**src/rtl/dm3d_route_pkg.sv**
```systemverilog
package dm3d_route_pkg;
  localparam int NUM_PORTS = 7;

  // Bit index of each port inside the one-hot request vector.
  typedef enum logic [2:0] {
    PORT_LOCAL = 3'd0,
    PORT_EAST  = 3'd1,
    PORT_WEST  = 3'd2,
    PORT_NORTH = 3'd3,
    PORT_SOUTH = 3'd4,
    PORT_UP    = 3'd5,
    PORT_DOWN  = 3'd6
  } port_e;
endpackage

```
**src/rtl/dm3d_lateral_step.sv**
```systemverilog
module dm3d_lateral_step
  import dm3d_route_pkg::*;
#(
  parameter int XW = 3,
  parameter int YW = 3
) (
  input  logic [XW-1:0] cur_x,
  input  logic [YW-1:0] cur_y,
  input  logic [XW-1:0] dst_x,
  input  logic [YW-1:0] dst_y,
  output logic          pending,
  output port_e         dir
);
  logic x_diff, y_diff;

  assign x_diff  = (cur_x != dst_x);
  assign y_diff  = (cur_y != dst_y);
  assign pending = x_diff | y_diff;

  // Dimension order: x is settled before y is looked at.
  always_comb begin
    if (x_diff)      dir = (cur_x < dst_x) ? PORT_EAST  : PORT_WEST;
    else if (y_diff) dir = (cur_y < dst_y) ? PORT_NORTH : PORT_SOUTH;
    else             dir = PORT_LOCAL;
  end
endmodule

```
**src/rtl/dm3d_vertical_step.sv**
```systemverilog
module dm3d_vertical_step
  import dm3d_route_pkg::*;
#(
  parameter int ZW = 2
) (
  input  logic [ZW-1:0] cur_z,
  input  logic [ZW-1:0] tgt_z,
  output logic          pending,
  output port_e         dir
);
  assign pending = (cur_z != tgt_z);

  always_comb begin
    if (cur_z < tgt_z)      dir = PORT_UP;
    else if (cur_z > tgt_z) dir = PORT_DOWN;
    else                    dir = PORT_LOCAL;
  end
endmodule

```
**src/rtl/dm3d_route_unit.sv**
```systemverilog
module dm3d_route_unit
  import dm3d_route_pkg::*;
#(
  parameter int X_DIM = 8,
  parameter int Y_DIM = 8,
  parameter int Z_DIM = 4
) (
  input  logic                       clk,
  input  logic                       rst_n,
  input  logic                       req_valid,
  input  logic [$clog2(X_DIM)-1:0]   cur_x,
  input  logic [$clog2(Y_DIM)-1:0]   cur_y,
  input  logic [$clog2(Z_DIM)-1:0]   cur_z,
  input  logic [$clog2(X_DIM)-1:0]   dst_x,
  input  logic [$clog2(Y_DIM)-1:0]   dst_y,
  input  logic [$clog2(Z_DIM)-1:0]   dst_z,
  input  logic [$clog2(Z_DIM)-1:0]   src_z,
  input  logic                       route_down,
  output logic                       out_valid,
  output logic [NUM_PORTS-1:0]       out_port
);
  localparam int XW = $clog2(X_DIM);
  localparam int YW = $clog2(Y_DIM);
  localparam int ZW = $clog2(Z_DIM);
  localparam logic [ZW-1:0] Z_TOP = ZW'(Z_DIM - 1);
  localparam int N_VERT = 2; // 0: toward destination layer, 1: toward source layer

  // Reset: asserted asynchronously, released after two clock edges.
  logic rst_meta_q, rst_sync_n;
  always_ff @(posedge clk or negedge rst_n) begin
    if (!rst_n) begin
      rst_meta_q <= 1'b0;
      rst_sync_n <= 1'b0;
    end else begin
      rst_meta_q <= 1'b1;
      rst_sync_n <= rst_meta_q;
    end
  end

  // Lateral (XY) candidate.
  logic  lat_pending;
  port_e lat_dir;
  dm3d_lateral_step #(.XW(XW), .YW(YW)) u_lat (
    .cur_x(cur_x), .cur_y(cur_y), .dst_x(dst_x), .dst_y(dst_y),
    .pending(lat_pending), .dir(lat_dir)
  );

  // Vertical candidates.
  logic [ZW-1:0]     vert_tgt     [N_VERT];
  logic [N_VERT-1:0] vert_pending;
  port_e             vert_dir     [N_VERT];
  assign vert_tgt[0] = dst_z;
  assign vert_tgt[1] = src_z;

  for (genvar g = 0; g < N_VERT; g++) begin : g_vert
    dm3d_vertical_step #(.ZW(ZW)) u_vert (
      .cur_z(cur_z), .tgt_z(vert_tgt[g]),
      .pending(vert_pending[g]), .dir(vert_dir[g])
    );
  end

  // Mode-dependent selection.
  port_e sel_dir;
  always_comb begin
    sel_dir = PORT_LOCAL;
    if (lat_pending) begin
      if (route_down)           sel_dir = (cur_z != '0) ? PORT_DOWN : lat_dir;
      else if (vert_pending[1]) sel_dir = vert_dir[1];
      else                      sel_dir = lat_dir;
    end else if (vert_pending[0]) begin
      sel_dir = vert_dir[0];
    end
  end

  // Next state and output register.
  logic                 valid_d, valid_q;
  logic [NUM_PORTS-1:0] port_d, port_q;
  logic                 port_en;

  always_comb begin
    valid_d = req_valid;
    port_d  = '0;
    if (req_valid) port_d[sel_dir] = 1'b1;
    port_en = req_valid | valid_q;
  end

  always_ff @(posedge clk or negedge rst_sync_n) begin
    if (!rst_sync_n) begin
      valid_q <= 1'b0;
      port_q  <= '0;
    end else begin
      valid_q <= valid_d;
      if (port_en) port_q <= port_d;
    end
  end

  assign out_valid = valid_q;
  assign out_port  = port_q;


  follow_req_chk: assert property (@(posedge clk) disable iff (!rst_sync_n)
    req_valid |=> out_valid);

  idle_zero_chk: assert property (@(posedge clk) disable iff (!rst_sync_n)
    !out_valid |-> (out_port == '0));

  onehot_out_chk: assert property (@(posedge clk) disable iff (!rst_sync_n)
    out_valid |-> ($countones(out_port) == 1));

  local_arrival_chk: assert property (@(posedge clk) disable iff (!rst_sync_n)
    (out_valid && out_port[PORT_LOCAL]) |->
      $past(cur_x == dst_x && cur_y == dst_y && cur_z == dst_z));

  x_before_y_chk: assert property (@(posedge clk) disable iff (!rst_sync_n)
    (out_valid && (out_port[PORT_NORTH] || out_port[PORT_SOUTH])) |->
      $past(cur_x == dst_x));

  no_down_at_floor_chk: assert property (@(posedge clk) disable iff (!rst_sync_n)
    (out_valid && out_port[PORT_DOWN]) |-> ($past(cur_z) != '0));

  no_up_at_top_chk: assert property (@(posedge clk) disable iff (!rst_sync_n)
    (out_valid && out_port[PORT_UP]) |-> ($past(cur_z) != Z_TOP));
endmodule

```
**config.mk**
```make
export PLATFORM = sky130hd
export DESIGN_NAME = dm3d_route_unit
export DESIGN_NICKNAME = d
export VERILOG_FILES = /design/src/rtl/dm3d_route_pkg.sv /design/src/rtl/dm3d_lateral_step.sv /design/src/rtl/dm3d_vertical_step.sv /design/src/rtl/dm3d_route_unit.sv
export SDC_FILE = /design/constraint.sdc
export NUM_CORES = 1
export LEC_CHECK = 0
export ABC_AREA = 1
export CAP_MARGIN = 10
export CORE_MARGIN = 2
export CORE_UTILIZATION = 46
export CTS_CLUSTER_DIAMETER = 40
export DETAILED_ROUTE_END_ITERATION = 16
export GPL_TIMING_DRIVEN = 0
export PLACE_DENSITY = 0.87
export SYNTH_ARGS = -nofsm -noshare
export SYNTH_HDL_FRONTEND = slang
export SYNTH_SLANG_ARGS = --single-unit
```
**constraint.sdc**
```tcl
create_clock -name clk -period 0.85 [get_ports clk]
set_input_delay 0.255 -clock clk [delete_from_list [all_inputs] [get_ports clk]]
set_output_delay 0.255 -clock clk [all_outputs]
set_load 0.01 [all_outputs]
```
==> impl_metrics.toml <==
[setup_path]
path_cells = "buf_8 > inv_12 > ha_4 > nand2_4 > nor2_4 > nor2_4 > o21ai_2 > nand2_1 > nand2_2 > nor2_2 > nand4_1 > nand2_1"
cp_max_fo = 4
worst_path_largest_cell_delay_ps = 290
cp-end-kind = "flip-flop"
cpMaxStageDelayCell = "ha_4"
crit_type = "input pin to flip-flop"
arrival_ps = 1570
required_ps = 1000
startpoint_type = "input pin"

[clock_tree]
clock-sinks = 10
clock_latency_ps = 260
clk_path_buf_depth = 2
numCtsBuffers = 3
cts_tree = "built"
cts.hold.buffers_added = 0
clk_pin_slew_ps = 60
cts_max_level = 1
cts-root-buf = "clkbuf_4"

[grt]
grt_pass1_wl_microns = 3560
track_usage_pct = 23.90
grt_overflow = 0
antenna_found_initial = 0
grt_pass1_vias = 813
grt_max_degree = 9

[detailed_routing]
drt_iter0_markers = 30
wl_met1_microns = 978
ant_nets = 0
via_count = 916
wl_met3_microns = 180
drc = 0
routed_wl_microns = 2736
wl_met2_microns = 1462
drtPass1Iterations = 4
viasPerCell = 5.518
top_layer = "met4"
wire_per_inst_microns = 16.48

[power_and_ir_drop]
p_comb_share_pct = 48.6
clkPwrFrac_pct = 18.9
p_int_mw = 1.030
ir_drop_v = 0.0008802
pwr-share-seq_pct = 32.6
leakage_nw = 0.6982
powerDensity_nw_per_um2 = 1121
switching_power_uw = 597.0
switching_share_pct = 36.69

[sta]
finalSetupViolations = 15
setup_ws_ps = -570.5
finalCritPeriodShare_pct = 167.1
setup-tns-final_ps = -5296
finalMaxSlewViolations = 0
rsz0062_at_grt = "true"
max_freq_ghz = 0.7040
period_needed_ps = 1420
fin_skew_ps = 3.515
hold_violations = 0

[placement]
dp.cells = 155
place.gp.congestion = 0.7151
dpl.hpwl_microns = 1470
placed_area_sq_um = 1231
dp_slack_ps = -1302
portBuffers = 29

[cells_and_area]
num_antenna_cells = 0
drive_above_1_share_pct = 65.10
seqCellArea_sq_um = 250.2
stdcell_area_sq_um = 1451
fin_cells = 166
syn2layout_area_growth_pct = 82.97
multi_input_comb_area_sq_um = 752.0
fill_cells = 94
fin_nets = 183

[synthesis]
syn_inst = 109
synth-seq-cells = 10
netlist_area_sq_um = 793.3
yosys_warnings = 0
synth_area_per_cell_sq_um = 7.278
yosysSeqAreaShare_pct = 31.55
synth_cell_types = 19
synth_nets = 141

[floorplan]
die_h_microns = 45.53
start_util_pct = 47.49
die_area_sq_um = 2073
die_x_microns = 45.53
core_sq_um = 1670
io_pins = 30
row_count = 15

[status]
violations = "negative setup slack"
status = "complete, but fails checks"

[flow_run]
cap_violations = 0

[min_path]
hold_class = "flip-flop to asynchronous set/reset pin"
==> through the flow <==
| stage | util, % | power [mW] | hold WS (ps) |
|---|---|---|---|
| after detailed placement | 73.71 | 1.096 | 138.2 |
| after global routing | 86.89 | 1.718 | 153.5 |
| after global placement | 73.71 | 1.070 | 123.0 |
| after CTS | 82.02 | 1.515 | 143.5 |
| final | 86.89 | 1.627 | 132.1 |
| after floorplan | - | 0.8593 | -40.59 |
==> placed cells by master (no fill, tap or decap), types with 4 or more instances in the layout <==
cell | netlist | routed
nand2_1 | 25 | 16
buf_2 | 0 | 15
dfrtp_1 | 10 | 10
inv_1 | 21 | 9
nand2_2 | 6 | 9
ha_4 | 0 | 9
inv_2 | 0 | 8
buf_6 | 0 | 8
nand2_4 | 1 | 7
nor2_4 | 1 | 7
nand3_2 | 2 | 6
buf_4 | 0 | 6
nor2_1 | 12 | 4
==> power by group through the flow <==
stage / Clock (mW) / Sequential (mW) / Combinational [mW]
after floorplan: 0 / 0.549 / 0.310
after global placement: 0 / 0.536 / 0.534
after detailed placement: 0 / 0.539 / 0.557
after CTS: 0.318 / 0.528 / 0.668
after global routing: 0.339 / 0.533 / 0.846
final: 0.307 / 0.530 / 0.790
==> layout make-up <==
class                           count  share of cell area [%]
Multi-Input combinational cell     78                   51.81
Timing Repair Buffer               37                   20.09
Sequential cell                    10                   17.24
Inverter                           21                   7.845
Clock buffer                        3                   1.552
Tap cell                           17                   1.466
==> synthesized netlist by cell type, drive strengths merged <==
cell     n  area share (%)
nand2   32              18
inv     21             9.9
nor2    14             7.9
nand3   11             8.2
dfrtp   10              32
ha      10              16
a21oi    3             2.4
o21ai    2             1.3
o21bai   2             1.9
and3     1            0.79
conb     1            0.47
nand4    1            0.79
or2      1             1.1
==> timing repair <==
item | CTS | global route
pin swaps | 39 | 23
setup endpoints to repair | 15 | 15
buffers inserted | 7 | 1
gates resized for setup | 136 | 23
==> cells by family after synthesis <==
| group | synth area share, % |
|---|---|
| AOI/OAI and AO/OA | 5.520 |
| buffers and inverters | 9.937 |
| adders and majority gates | 15.77 |
| DFF | 31.55 |
| and+or+nand+nor | 36.75 |
| other | 0.4727 |
==> final timing paths <==
path,from,to,slack (ps),depth (start not counted)
worst max-delay path,dst_y[2],out_port[2],-570,12
worst min-delay path,rst_sync_n,out_valid,130,0
worst max register to register,out_valid,out_port[4],-240,5
worst min register to register,rst_sync_n,out_valid,130,0
max in group asynchronous,rst_sync_n,out_port[1],470,0
min in group clk,rst_meta_q,rst_sync_n,360,0
==> layer usage <==
metal / up-vias / GRT usage, %
met5: - / 0
met4: 0 / 6.471
met3: 16 / 7.143
met2: 47 / 40.56
met1: 433 / 29.02
li1: 420 / -
==> critical path, delay by kind of cell <==
family          cells  cell delay, ps
buf+inv             2             120
fa+ha+maj           1             290
compound gates      1             170
simple gates        8             720
==> flip-flops by register name, summed over array words and instances, names as in the netlist <==
name        flops
out_port        7
out_valid       1
rst_meta_q      1
rst_sync_n      1
Power figures use the tool's default switching activity.
